==> config.mk <==
export PLATFORM = sky130hd
export DESIGN_NAME = ir_irq_ctrl
export DESIGN_NICKNAME = d
export VERILOG_FILES = /design/src/rtl/ir_irq_pkg.sv /design/src/rtl/ir_irq_bank.sv /design/src/rtl/ir_irq_regif.sv /design/src/rtl/ir_irq_merge.sv /design/src/rtl/ir_irq_ctrl.sv
export SDC_FILE = /design/constraint.sdc
export NUM_CORES = 1
export LEC_CHECK = 0
export BUFFER_PORTS_ARGS = -buffer_cell sky130_fd_sc_hd__buf_4
export CAP_MARGIN = 20
export CORE_UTILIZATION = 45
export DETAILED_ROUTE_END_ITERATION = 10
export PLACE_DENSITY_LB_ADDON = 0.12
export SYNTH_ARGS = -nofsm -noshare
export SYNTH_HDL_FRONTEND = slang
export SYNTH_HIERARCHICAL = 1
export SYNTH_SLANG_ARGS = --single-unit
==> constraint.sdc <==
create_clock -name clk -period 1.8 [get_ports clk]
set_clock_uncertainty 0.2 [all_clocks]
set_input_delay 0.45 -clock clk [delete_from_list [all_inputs] [get_ports clk]]
set_output_delay 0.45 -clock clk [all_outputs]
set_load 0.1 [all_outputs]
==> src/rtl/ir_irq_pkg.sv <==
package ir_irq_pkg;
  localparam int DW     = 16;
  localparam int EVW    = 5;
  localparam int AW     = 3;
  localparam int NBANK  = 2;
  localparam int REGS_PER_BANK = 3;

  typedef enum logic [1:0] {
    MD_SLOW = 2'b00,
    MD_NONE = 2'b01,
    MD_FAST = 2'b10,
    MD_MED  = 2'b11
  } xfer_mode_e;

  localparam int EV_POS [EVW] = '{7, 8, 9, 11, 15};
  localparam int GM_POS [NBANK] = '{0, 4};
  localparam int GM_FIFO_POS = 8;
  localparam int MODE_LSB = 14;

  localparam logic [AW-1:0] A_MODE = 3'd0;

  function automatic logic [DW-1:0] ev_bits_mask();
    logic [DW-1:0] r;
    r = '0;
    for (int i = 0; i < EVW; i++) r[EV_POS[i]] = 1'b1;
    return r;
  endfunction

  function automatic logic [DW-1:0] ev_expand(logic [EVW-1:0] ev);
    logic [DW-1:0] r;
    r = '0;
    for (int i = 0; i < EVW; i++) r[EV_POS[i]] = ev[i];
    return r;
  endfunction

  function automatic logic [AW-1:0] bank_addr(int b, int k);
    return AW'(1 + REGS_PER_BANK * b + k);
  endfunction
endpackage

==> src/rtl/ir_irq_bank.sv <==
module ir_irq_bank
  import ir_irq_pkg::*;
#(
  parameter int W = DW
) (
  input  logic         clk,
  input  logic         rst,
  input  logic [W-1:0] set_i,
  input  logic [W-1:0] clr_i,
  input  logic         mask_we,
  input  logic [W-1:0] mask_wd,
  output logic [W-1:0] stat_o,
  output logic [W-1:0] mask_o,
  output logic         pend_o
);
  localparam logic [W-1:0] VALID = W'(ev_bits_mask());

  logic [W-1:0] stat_q, mask_q;

  always_ff @(posedge clk) begin
    if (rst) begin
      stat_q <= '0;
      mask_q <= VALID;
    end else begin
      stat_q <= ((stat_q & ~clr_i) | set_i) & VALID;
      if (mask_we) mask_q <= mask_wd & VALID;
    end
  end

  assign stat_o = stat_q;
  assign mask_o = mask_q;
  assign pend_o = |(stat_q & ~mask_q);
endmodule

==> src/rtl/ir_irq_regif.sv <==
module ir_irq_regif
  import ir_irq_pkg::*;
#(
  parameter int W  = DW,
  parameter int A  = AW,
  parameter int NB = NBANK
) (
  input  logic                clk,
  input  logic                rst,
  input  logic                wr_en,
  input  logic                rd_en,
  input  logic [A-1:0]        addr,
  input  logic [W-1:0]        wdata,
  input  logic [NB-1:0][W-1:0] stat_i,
  input  logic [NB-1:0][W-1:0] mask_i,
  output logic [NB-1:0][W-1:0] clr_o,
  output logic [NB-1:0]       mask_we_o,
  output logic [1:0]          mode_o,
  output logic [NB-1:0]       gm_o,
  output logic                gm_fifo_o,
  output logic [W-1:0]        rdata_o
);
  logic [1:0]    mode_q;
  logic [NB-1:0] gm_q;
  logic          gm_fifo_q;
  logic [W-1:0]  rd_q;
  logic [W-1:0]  rd_mux;
  logic [W-1:0]  mode_rd;

  always_ff @(posedge clk) begin
    if (rst) begin
      mode_q    <= MD_SLOW;
      gm_q      <= '1;
      gm_fifo_q <= 1'b1;
    end else if (wr_en && addr == A_MODE) begin
      mode_q    <= wdata[MODE_LSB +: 2];
      gm_fifo_q <= wdata[GM_FIFO_POS];
      for (int b = 0; b < NB; b++) gm_q[b] <= wdata[GM_POS[b]];
    end
  end

  genvar gb;
  generate
    for (gb = 0; gb < NB; gb++) begin : g_dec
      assign clr_o[gb]     = (wr_en && addr == bank_addr(gb, 2)) ? wdata : '0;
      assign mask_we_o[gb] = wr_en && addr == bank_addr(gb, 1);
    end
  endgenerate

  always_comb begin
    mode_rd = '0;
    mode_rd[MODE_LSB +: 2] = mode_q;
    mode_rd[GM_FIFO_POS]   = gm_fifo_q;
    for (int b = 0; b < NB; b++) mode_rd[GM_POS[b]] = gm_q[b];
  end

  always_comb begin
    rd_mux = '0;
    if (addr == A_MODE) rd_mux = mode_rd;
    for (int b = 0; b < NB; b++) begin
      if (addr == bank_addr(b, 0)) rd_mux = stat_i[b];
      if (addr == bank_addr(b, 1)) rd_mux = mask_i[b];
    end
  end

  always_ff @(posedge clk) begin
    if (rst)        rd_q <= '0;
    else if (rd_en) rd_q <= rd_mux;
  end

  assign mode_o    = mode_q;
  assign gm_o      = gm_q;
  assign gm_fifo_o = gm_fifo_q;
  assign rdata_o   = rd_q;
endmodule

==> src/rtl/ir_irq_merge.sv <==
module ir_irq_merge
  import ir_irq_pkg::*;
#(
  parameter int NB = NBANK
) (
  input  logic          clk,
  input  logic          rst,
  input  logic [NB-1:0] pend_i,
  input  logic [NB-1:0] sel_i,
  input  logic [NB-1:0] gm_i,
  output logic          irq_o
);
  logic irq_q;
  logic any;

  always_comb begin
    any = 1'b0;
    for (int b = 0; b < NB; b++) any = any | (pend_i[b] & sel_i[b] & ~gm_i[b]);
  end

  always_ff @(posedge clk) begin
    if (rst) irq_q <= 1'b0;
    else     irq_q <= any;
  end

  assign irq_o = irq_q;
endmodule

==> src/rtl/ir_irq_ctrl.sv <==
module ir_irq_ctrl
  import ir_irq_pkg::*;
(
  input  logic           clk,
  input  logic           rst,
  input  logic [EVW-1:0] ev_pulse,
  input  logic           wr_en,
  input  logic           rd_en,
  input  logic [AW-1:0]  addr,
  input  logic [DW-1:0]  wdata,
  output logic [DW-1:0]  rdata,
  output logic           irq_o
);
  logic [NBANK-1:0][DW-1:0] stat_w, mask_w, clr_w;
  logic [NBANK-1:0]         mask_we_w, pend_w, sel_w, gm_w;
  logic [1:0]               mode_w;
  logic                     gm_fifo_w;
  logic [DW-1:0]            ev_vec;

  assign ev_vec   = ev_expand(ev_pulse);
  assign sel_w[0] = (mode_w == MD_SLOW);
  assign sel_w[1] = mode_w[1];

  genvar gb;
  generate
    for (gb = 0; gb < NBANK; gb++) begin : g_bank
      ir_irq_bank #(.W(DW)) u_bank (
        .clk     (clk),
        .rst     (rst),
        .set_i   (sel_w[gb] ? ev_vec : '0),
        .clr_i   (clr_w[gb]),
        .mask_we (mask_we_w[gb]),
        .mask_wd (wdata),
        .stat_o  (stat_w[gb]),
        .mask_o  (mask_w[gb]),
        .pend_o  (pend_w[gb])
      );
    end
  endgenerate

  ir_irq_regif #(.W(DW), .A(AW), .NB(NBANK)) u_regif (
    .clk       (clk),
    .rst       (rst),
    .wr_en     (wr_en),
    .rd_en     (rd_en),
    .addr      (addr),
    .wdata     (wdata),
    .stat_i    (stat_w),
    .mask_i    (mask_w),
    .clr_o     (clr_w),
    .mask_we_o (mask_we_w),
    .mode_o    (mode_w),
    .gm_o      (gm_w),
    .gm_fifo_o (gm_fifo_w),
    .rdata_o   (rdata)
  );

  ir_irq_merge #(.NB(NBANK)) u_merge (
    .clk    (clk),
    .rst    (rst),
    .pend_i (pend_w),
    .sel_i  (sel_w),
    .gm_i   (gm_w),
    .irq_o  (irq_o)
  );
endmodule

==> impl_metrics.py, run 1 <==
metrics = {
    "finish": {
        "fin_area_sq_mm": 0.00312,
        "regArea_sq_um": 841,
        "syn2layout_area_growth_pct": 7.54,
        "multi_input_area_sq_mm": 0.00165,
        "final_layout_size_suffix_gt1_frac": 0.249,
        "fillers": 597,
        "utilization": 0.515,
        "nets": 393,
        "antenna_cells": 0,
    },
    "setup_path": {
        "critPathMaxFanout": 2,
        "rr_worst_depth": 5,
        "endpoint_kind": "output port",
        "slowest_delay_ps": 360,
        "crit_chain": "buf_4",
        "r2r_slack_ps": 350,
        "reg2reg_to": "u_merge/irq_o$_SDFF_PP0_",
        "cp.arrival_ps": 950,
        "crit_type": "reg -> out",
        "critPathBufInv": 1,
        "cp_slowest_cell": "dfxtp_1",
        "path_delay_family": "flip-flops",
        "crit_path_start_kind": "flop",
        "r2r_start": "g_bank[0].u_bank/mask_o[11]$_SDFFE_PP1P_",
        "crit_required_ps": 1150,
    },
    "detailed_routing": {
        "drc": 0,
        "drt-total-wl_um": 5750,
        "drt_iter0_markers": 102,
        "via_count": 2157,
        "routed_via_density": 4.90,
        "detail_route.wl_per_cell_um": 13.1,
        "antenna_left": 0,
        "drt_first_pass_iters": 6,
    },
    "global_route": {
        "grt_max_degree": 35,
        "antenna_found_initial": 0,
        "grt_usage": 0.187,
        "grt_pass1_wl_um": 9480,
        "first_global_vias": 1996,
        "grt_overflow": 0,
    },
    "worst_hold_path": {
        "min_to": "u_regif/gm_o[0]$_SDFFE_PP1P_",
        "whs_path_depth": 2,
        "hp-class": "in -> reg",
        "min_from": "wdata[0]",
    },
    "timing": {
        "timing.hold.ws_ps": 156,
        "totalNegativeSetupSlack_ps": 0,
        "report.final.slew_viol_count": 0,
        "hold_violations": 0,
        "grt_setup_unrepaired": "false",
        "setup_viol": 0,
        "fin_crit_sh": 0.888,
        "period_minus_slack_ps": 1600,
        "max_freq_mhz": 625,
    },
    "synth": {
        "synth_area_per_cell_sq_um": 8.74,
        "yosys_warnings": 6,
        "syn_area_sq_mm": 0.00290,
        "syn_inst": 332,
    },
    "clock_tree": {
        "clk_latency_ps": 290,
        "tritoncts": "done",
        "cts_buffer_depth": 2,
        "postCtsResizedCells": 0,
        "clkTransAtPathRegs_ps": 80,
        "ctsHoldBuffers": 0,
        "cts_setup_buffers": 0,
        "cts.sinks": 42,
        "cts-buffers-inserted": 5,
        "root_buffer": "clkbuf_8",
        "htreeDepth": 2,
    },
    "power": {
        "powerDensity_mw_per_mm2": 681,
        "p_total_w": 0.00213,
        "ir_worst_vdd_v": 0.000486,
        "power_leakage_nw": 1.26,
    },
    "floorplanning": {
        "die_h_um": 82.3,
        "die-width_um": 82.3,
        "core_sq_mm": 0.00606,
        "rows": 28,
        "io_pins": 45,
        "start_util": 0.479,
        "die_area_sq_mm": 0.00678,
    },
    "placement": {
        "dpl-instance-area_sq_mm": 0.00305,
        "io_buffer_count": 36,
        "gp_congestion": 0.778,
        "dpl.hpwl_um": 4080,
    },
    "flow_run": {
        "max_cap_violations": 0,
    },
    "run_status": {
        "status": "finished clean",
    },
}
## per-layer routing
metal  GRT usage  part of all wire
met1       0.246              0.49
met2       0.313              0.47
met3      0.0264             0.032
met4      0.0632            0.0099
met5           0                 0
## area by class of cell
class,instances,share of cell area
Sequential cell,42,0.269
Timing Repair Buffer,50,0.120
Clock buffer,7,0.0244
Tap cell,75,0.0301
Inverter,23,0.0277
Multi-Input combinational cell,243,0.528
## flip-flops by register name, summed over array words and instances, names as in the netlist
name,flops
u_regif/rdata_o,16
g_bank.u_bank/mask_o,10
g_bank.u_bank/stat_o,10
u_regif/gm_o,2
u_regif/mode_o,2
u_merge/irq_o,1
u_regif/gm_fifo_o,1
## metrics by stage
stage / std cells / setup WS (ps)
6_report: 440 / 201
5_1_grt: 440 / 166
4_1_cts: 440 / 182
3_5_place_dp: 433 / 2.15
3_3_place_gp: 433 / 53.8
2_1_floorplan: 374 / 11.8
## report_power, final
| part | internal (W) | total [W] | leakage [nW] | switching [W] |
|---|---|---|---|---|
| registers | 0.000972 | 0.00100 | 0.345 | 0.0000287 |
| logic | 0.000186 | 0.000531 | 0.881 | 0.000345 |
| clock network | 0.000268 | 0.000594 | 0.0383 | 0.000326 |
| total | 0.00143 | 0.00213 | 1.26 | 0.000700 |
## cell usage in the layout (no fill, tap or decap)
cell type  count
dfxtp_1       42
and2_2         5
clkbuf_8       5
conb_1        44
o221ai_1       7
a311oi_2      11
a21oi_1       21
nand2_1       22
nor4b_2        1
and2_1        10
a21o_1        11
inv_1         23
nor3b_4        1
o211ai_1       6
nor3_4         1
mux2i_1        6
mux2_2        16
a211oi_1       5
nor3b_1        5
and4b_1        1
or2b_1         1
nand3b_1      24
a222oi_1       2
buf_4         50
nor2_1        24
nor4b_4        1
nor2b_1       10
nand4bb_1      5
a211o_1        3
clkbuf_1       2
## how the worst max path moves through the flow
stage,cells past startpoint,slack [ps],start,end
2_1_floorplan,7,10,addr[0],g_bank[1].u_bank/mask_o[8]$_SDFFE_PP1P_
3_3_place_gp,6,50,addr[1],g_bank[0].u_bank/mask_o[9]$_SDFFE_PP1P_
3_5_place_dp,6,2,addr[1],g_bank[0].u_bank/mask_o[8]$_SDFFE_PP1P_
4_1_cts,1,180,u_regif/rdata_o[15]$_SDFFE_PP0P_,rdata[15]
5_1_grt,1,170,u_regif/rdata_o[15]$_SDFFE_PP0P_,rdata[15]
6_report,1,200,u_regif/rdata_o[15]$_SDFFE_PP0P_,rdata[15]
No activity file was read; power rests on OpenSTA's default activity.
==> run 2, diff against run 1 <==
CORE_UTILIZATION = 52   (was 45)
==> run 2 against run 1 <==
Sequential share of layout area decreased by 0.13 points. Sequential cell count is the same. First-iteration DRC count increased by 20%. Worst hold slack worse by 17 ps. Largest power group unchanged.
==> impl_metrics.py, run 2 (synthesis gave the netlist of run 1 again) <==
metrics = {
    "detailed_routing": {
        "via_count": 2198,
        "antenna_left": 0,
        "drt_first_pass_iters": 4,
        "routed_via_density": 5.03,
        "detail_route.wl_per_cell_um": 13.2,
        "drc": 0,
        "drt-total-wl_um": 5770,
        "drt_iter0_markers": 122,
    },
    "power": {
        "powerDensity_mw_per_mm2": 691,
        "power_leakage_nw": 1.27,
        "p_total_w": 0.00217,
        "ir_worst_vdd_v": 0.000420,
    },
    "timing": {
        "fin_crit_sh": 0.887,
        "grt_setup_unrepaired": "false",
        "hold_violations": 0,
        "period_minus_slack_ps": 1600,
        "setup_viol": 0,
        "report.final.slew_viol_count": 0,
        "max_freq_mhz": 626,
    },
    "clock_tree": {
        "ctsHoldBuffers": 0,
        "root_buffer": "clkbuf_8",
        "cts_setup_buffers": 0,
        "clkTransAtPathRegs_ps": 90,
        "htreeDepth": 2,
        "cts.sinks": 42,
        "clk_latency_ps": 300,
        "tritoncts": "done",
        "cts-buffers-inserted": 5,
        "postCtsResizedCells": 0,
        "cts_buffer_depth": 2,
    },
    "global_route": {
        "grt_overflow": 0,
        "antenna_found_initial": 0,
        "grt_pass1_wl_um": 9950,
        "grt_max_degree": 33,
        "first_global_vias": 2080,
        "grt_usage": 0.213,
    },
    "floorplanning": {
        "start_util": 0.554,
        "die_area_sq_mm": 0.00589,
        "die_h_um": 76.7,
        "io_pins": 45,
        "die-width_um": 76.7,
        "rows": 26,
        "core_sq_mm": 0.00524,
    },
    "setup_path": {
        "slowest_delay_ps": 350,
        "rr_worst_depth": 5,
        "path_delay_family": "flip-flops",
        "cp.arrival_ps": 950,
        "crit_required_ps": 1150,
        "endpoint_kind": "output port",
        "cp_slowest_cell": "dfxtp_1",
        "crit_path_start_kind": "flop",
        "critPathMaxFanout": 2,
        "critPathBufInv": 1,
        "path_depth": 1,
        "crit_type": "reg -> out",
        "crit_chain": "buf_4",
    },
    "run_status": {
        "status": "finished clean",
    },
    "finish": {
        "final_cell_mix": "51 x buf_4, 44 x conb_1, 42 x dfxtp_1",
        "antenna_cells": 0,
        "largest_reg_flops": 16,
        "final_common_cell": "buf_4",
        "fillers": 504,
        "utilization": 0.599,
        "syn2layout_area_growth_pct": 8.06,
        "final_layout_size_suffix_gt1_frac": 0.259,
        "nets": 394,
    },
    "placement": {
        "dpl.hpwl_um": 4110,
        "gp_congestion": 0.840,
        "io_buffer_count": 36,
    },
    "flow_run": {
        "max_cap_violations": 0,
    },
    "worst_hold_path": {
        "hp-class": "in -> reg",
        "whs_path_depth": 2,
    },
}
[run 2: power by group]
part / leakage (nW) / internal, W / switching [W] / total [W]
logic: 0.886 / 0.000187 / 0.000347 / 0.000534
clock network: 0.0441 / 0.000273 / 0.000359 / 0.000632
registers: 0.345 / 0.000972 / 0.0000290 / 0.00100
[run 2: metal layers]
| layer | global-route usage | share of wire | vias to the layer above |
|---|---|---|---|
| met5 | 0 | 0 | - |
| met4 | 0.0750 | 0.013 | 0 |
| met3 | 0.0440 | 0.053 | 7 |
| met2 | 0.314 | 0.45 | 49 |
| met1 | 0.304 | 0.49 | 1014 |
| li1 | - | - | 1128 |
[run 2: per-stage QoR]
step / instance area (sq um) / worst slack [ps] / std cells / hold slack (ps) / TNS, ps
2_1_floorplan: 3080 / 11.8 / 374 / 256 / 0
6_report: 3140 / 203 / 437 / 139 / 0
3_5_place_dp: 3050 / -1.55 / 429 / 286 / -1.55
5_1_grt: 3140 / 164 / 437 / 130 / 0
3_3_place_gp: 3050 / 28.3 / 429 / 286 / 0
4_1_cts: 3140 / 196 / 437 / 136 / 0
[run 2: final cells by class]
class / count / area [sq um] / share of cell area
clock inverter: 3 / 21.3 / 0.00678
inverter: 23 / 86.3 / 0.0275
clock buffer: 5 / 68.8 / 0.0219
sequential: 42 / 841 / 0.268
multi-input combinational: 243 / 1650 / 0.526
tap: 70 / 87.6 / 0.0279
timing repair buffer: 51 / 383 / 0.122
[run 2: worst paths after layout]
kind	from	endpoint	slack (ps)
worst max-delay path	u_regif/rdata_o[11]$_SDFFE_PP0P_	rdata[11]	200
worst min-delay path	wdata[0]	u_regif/gm_o[0]$_SDFFE_PP1P_	140
worst max register to register	g_bank[0].u_bank/mask_o[7]$_SDFFE_PP1P_	u_merge/irq_o$_SDFF_PP0_	340
worst min register to register	g_bank[1].u_bank/mask_o[11]$_SDFFE_PP1P_	g_bank[1].u_bank/mask_o[11]$_SDFFE_PP1P_	300
==> run 3, diff against run 2 <==
CORE_UTILIZATION = 60   (was 52)
CTS_BUF_LIST = sky130_fd_sc_hd__clkbuf_8   (was not set)
RECOVER_POWER = 100   (was not set)
clock period = 1.89 ns   (was 1.8 ns; I/O delays follow)
==> run 3 against run 2 <==
Wire length down 3.1%. Critical endpoint is now rdata[7]. Clock power down 16%. Highest routed layer unchanged. Non-clock buffer count is 5 lower.
==> impl_metrics.py, run 3 (synthesis gave the netlist of run 1 again) <==
metrics = {
    "run_status": {
        "status": "finished clean",
    },
    "setup_path": {
        "slowest_delay_ps": 460,
        "cp_slowest_cell": "clkbuf_2",
        "cp.arrival_ps": 1090,
        "crit_required_ps": 1220,
        "crit_chain": "clkbuf_2",
        "path_delay_family": "buffers and inverters",
        "crit_path_start_kind": "flop",
        "critPathBufInv": 1,
        "crit_type": "reg -> out",
        "critPathMaxFanout": 2,
        "endpoint_kind": "output port",
    },
    "floorplanning": {
        "start_util": 0.644,
        "die-width_um": 71.6,
        "io_pins": 45,
        "die_h_um": 71.6,
        "die_area_sq_mm": 0.00512,
        "rows": 24,
        "core_sq_mm": 0.00450,
    },
    "detailed_routing": {
        "antenna_left": 0,
        "drt_first_pass_iters": 4,
        "routed_via_density": 5.36,
        "via_count": 2213,
        "detail_route.wl_per_cell_um": 13.5,
        "drt_iter0_markers": 133,
        "drt-total-wl_um": 5600,
        "drc": 0,
    },
    "timing": {
        "period_minus_slack_ps": 1760,
        "fin_crit_sh": 0.933,
        "fin_ws_ps": 126,
        "max_freq_mhz": 567,
        "report.final.slew_viol_count": 0,
        "totalNegativeSetupSlack_ps": 0,
        "hold_violations": 0,
        "timing.hold.ws_ps": 182,
        "tightest_slew_ps": 757,
        "relSlewSlack": 0.495,
        "grt_setup_unrepaired": "false",
        "setup_viol": 0,
    },
    "placement": {
        "place_ws_ps": 28.0,
        "dpl.hpwl_um": 3860,
        "io_buffer_count": 36,
        "gp_congestion": 0.875,
    },
    "clock_tree": {
        "tritoncts": "done",
        "cts_setup_buffers": 0,
        "cts.sinks": 42,
        "clkTransAtPathRegs_ps": 70,
        "cts_buffer_depth": 2,
        "cts-buffers-inserted": 5,
        "clk_latency_ps": 290,
        "ctsHoldBuffers": 0,
        "htreeDepth": 2,
        "root_buffer": "clkbuf_8",
        "postCtsResizedCells": 0,
    },
    "finish": {
        "multi_input_area_sq_mm": 0.00163,
        "final_common_cell": "conb_1",
        "fillers": 414,
        "antenna_cells": 0,
        "final_cell_mix": "44 x conb_1, 42 x dfxtp_1, 26 x buf_4",
        "syn2layout_area_growth_pct": 3.62,
        "utilization": 0.668,
        "regArea_sq_um": 841,
        "final_layout_size_suffix_gt1_frac": 0.233,
        "nets": 389,
        "largest_reg_flops": 16,
    },
    "power": {
        "powerDensity_mw_per_mm2": 657,
        "power.switching_w": 0.000647,
        "combPwrFrac": 0.247,
        "ir_worst_vdd_v": 0.000588,
        "power.share.clock": 0.270,
        "intPower_w": 0.00133,
        "power_leakage_nw": 1.23,
        "p_sw_frac": 0.327,
        "seqPwrFrac": 0.483,
    },
    "global_route": {
        "grt_overflow": 0,
        "grt_max_degree": 35,
        "grt_usage": 0.232,
        "antenna_found_initial": 0,
        "first_global_vias": 1871,
        "grt_pass1_wl_um": 9160,
    },
    "worst_hold_path": {
        "hp-class": "in -> reg",
    },
    "flow_run": {
        "max_cap_violations": 0,
    },
}
==> run 3: through the flow <==
stage | cells | power, W | cell area [sq um]
3_5_place_dp | 406 | 0.00147 | 2990
5_1_grt | 413 | 0.00206 | 3010
3_3_place_gp | 406 | 0.00147 | 2990
6_report | 413 | 0.00198 | 3010
4_1_cts | 413 | 0.00200 | 3070
2_1_floorplan | 374 | 0.00143 | 3070
==> run 3: worst paths after layout <==
check,slack (ps),depth (start not counted),start,to
worst max-delay path,130,1,u_regif/rdata_o[7]$_SDFFE_PP0P_,rdata[7]
worst min-delay path,180,2,wdata[0],u_regif/gm_o[0]$_SDFFE_PP1P_
worst max register to register,430,5,g_bank[1].u_bank/mask_o[7]$_SDFFE_PP1P_,u_merge/irq_o$_SDFF_PP0_
worst min register to register,300,2,g_bank[1].u_bank/mask_o[11]$_SDFFE_PP1P_,g_bank[1].u_bank/mask_o[11]$_SDFFE_PP1P_
==> run 3: power groups by stage <==
stage / clock, W / combinational, W / sequential [W]
after floorplan: 0 / 0.000306 / 0.00112
after global placement: 0 / 0.000492 / 0.000973
after detailed placement: 0 / 0.000498 / 0.000974
after CTS: 0.000551 / 0.000499 / 0.000953
after global routing: 0.000582 / 0.000522 / 0.000958
final: 0.000534 / 0.000487 / 0.000954
==> run 3: final cells by class <==
cell class,count,share of cell area
clock buffers,5,0.0229
multi-input cells,243,0.542
flip-flops and latches,42,0.280
clock inverters,2,0.00250
well taps,52,0.0216
inverters,23,0.0287
repair buffers,46,0.103
==> run 3: metal layers <==
layer / up-vias / wire [um] / GRT usage
li1: 1121 / - / -
met1: 1018 / 2790 / 0.341
met2: 64 / 2420 / 0.338
met3: 10 / 286 / 0.0492
met4: 0 / 97 / 0.0784
met5: - / 0 / 0
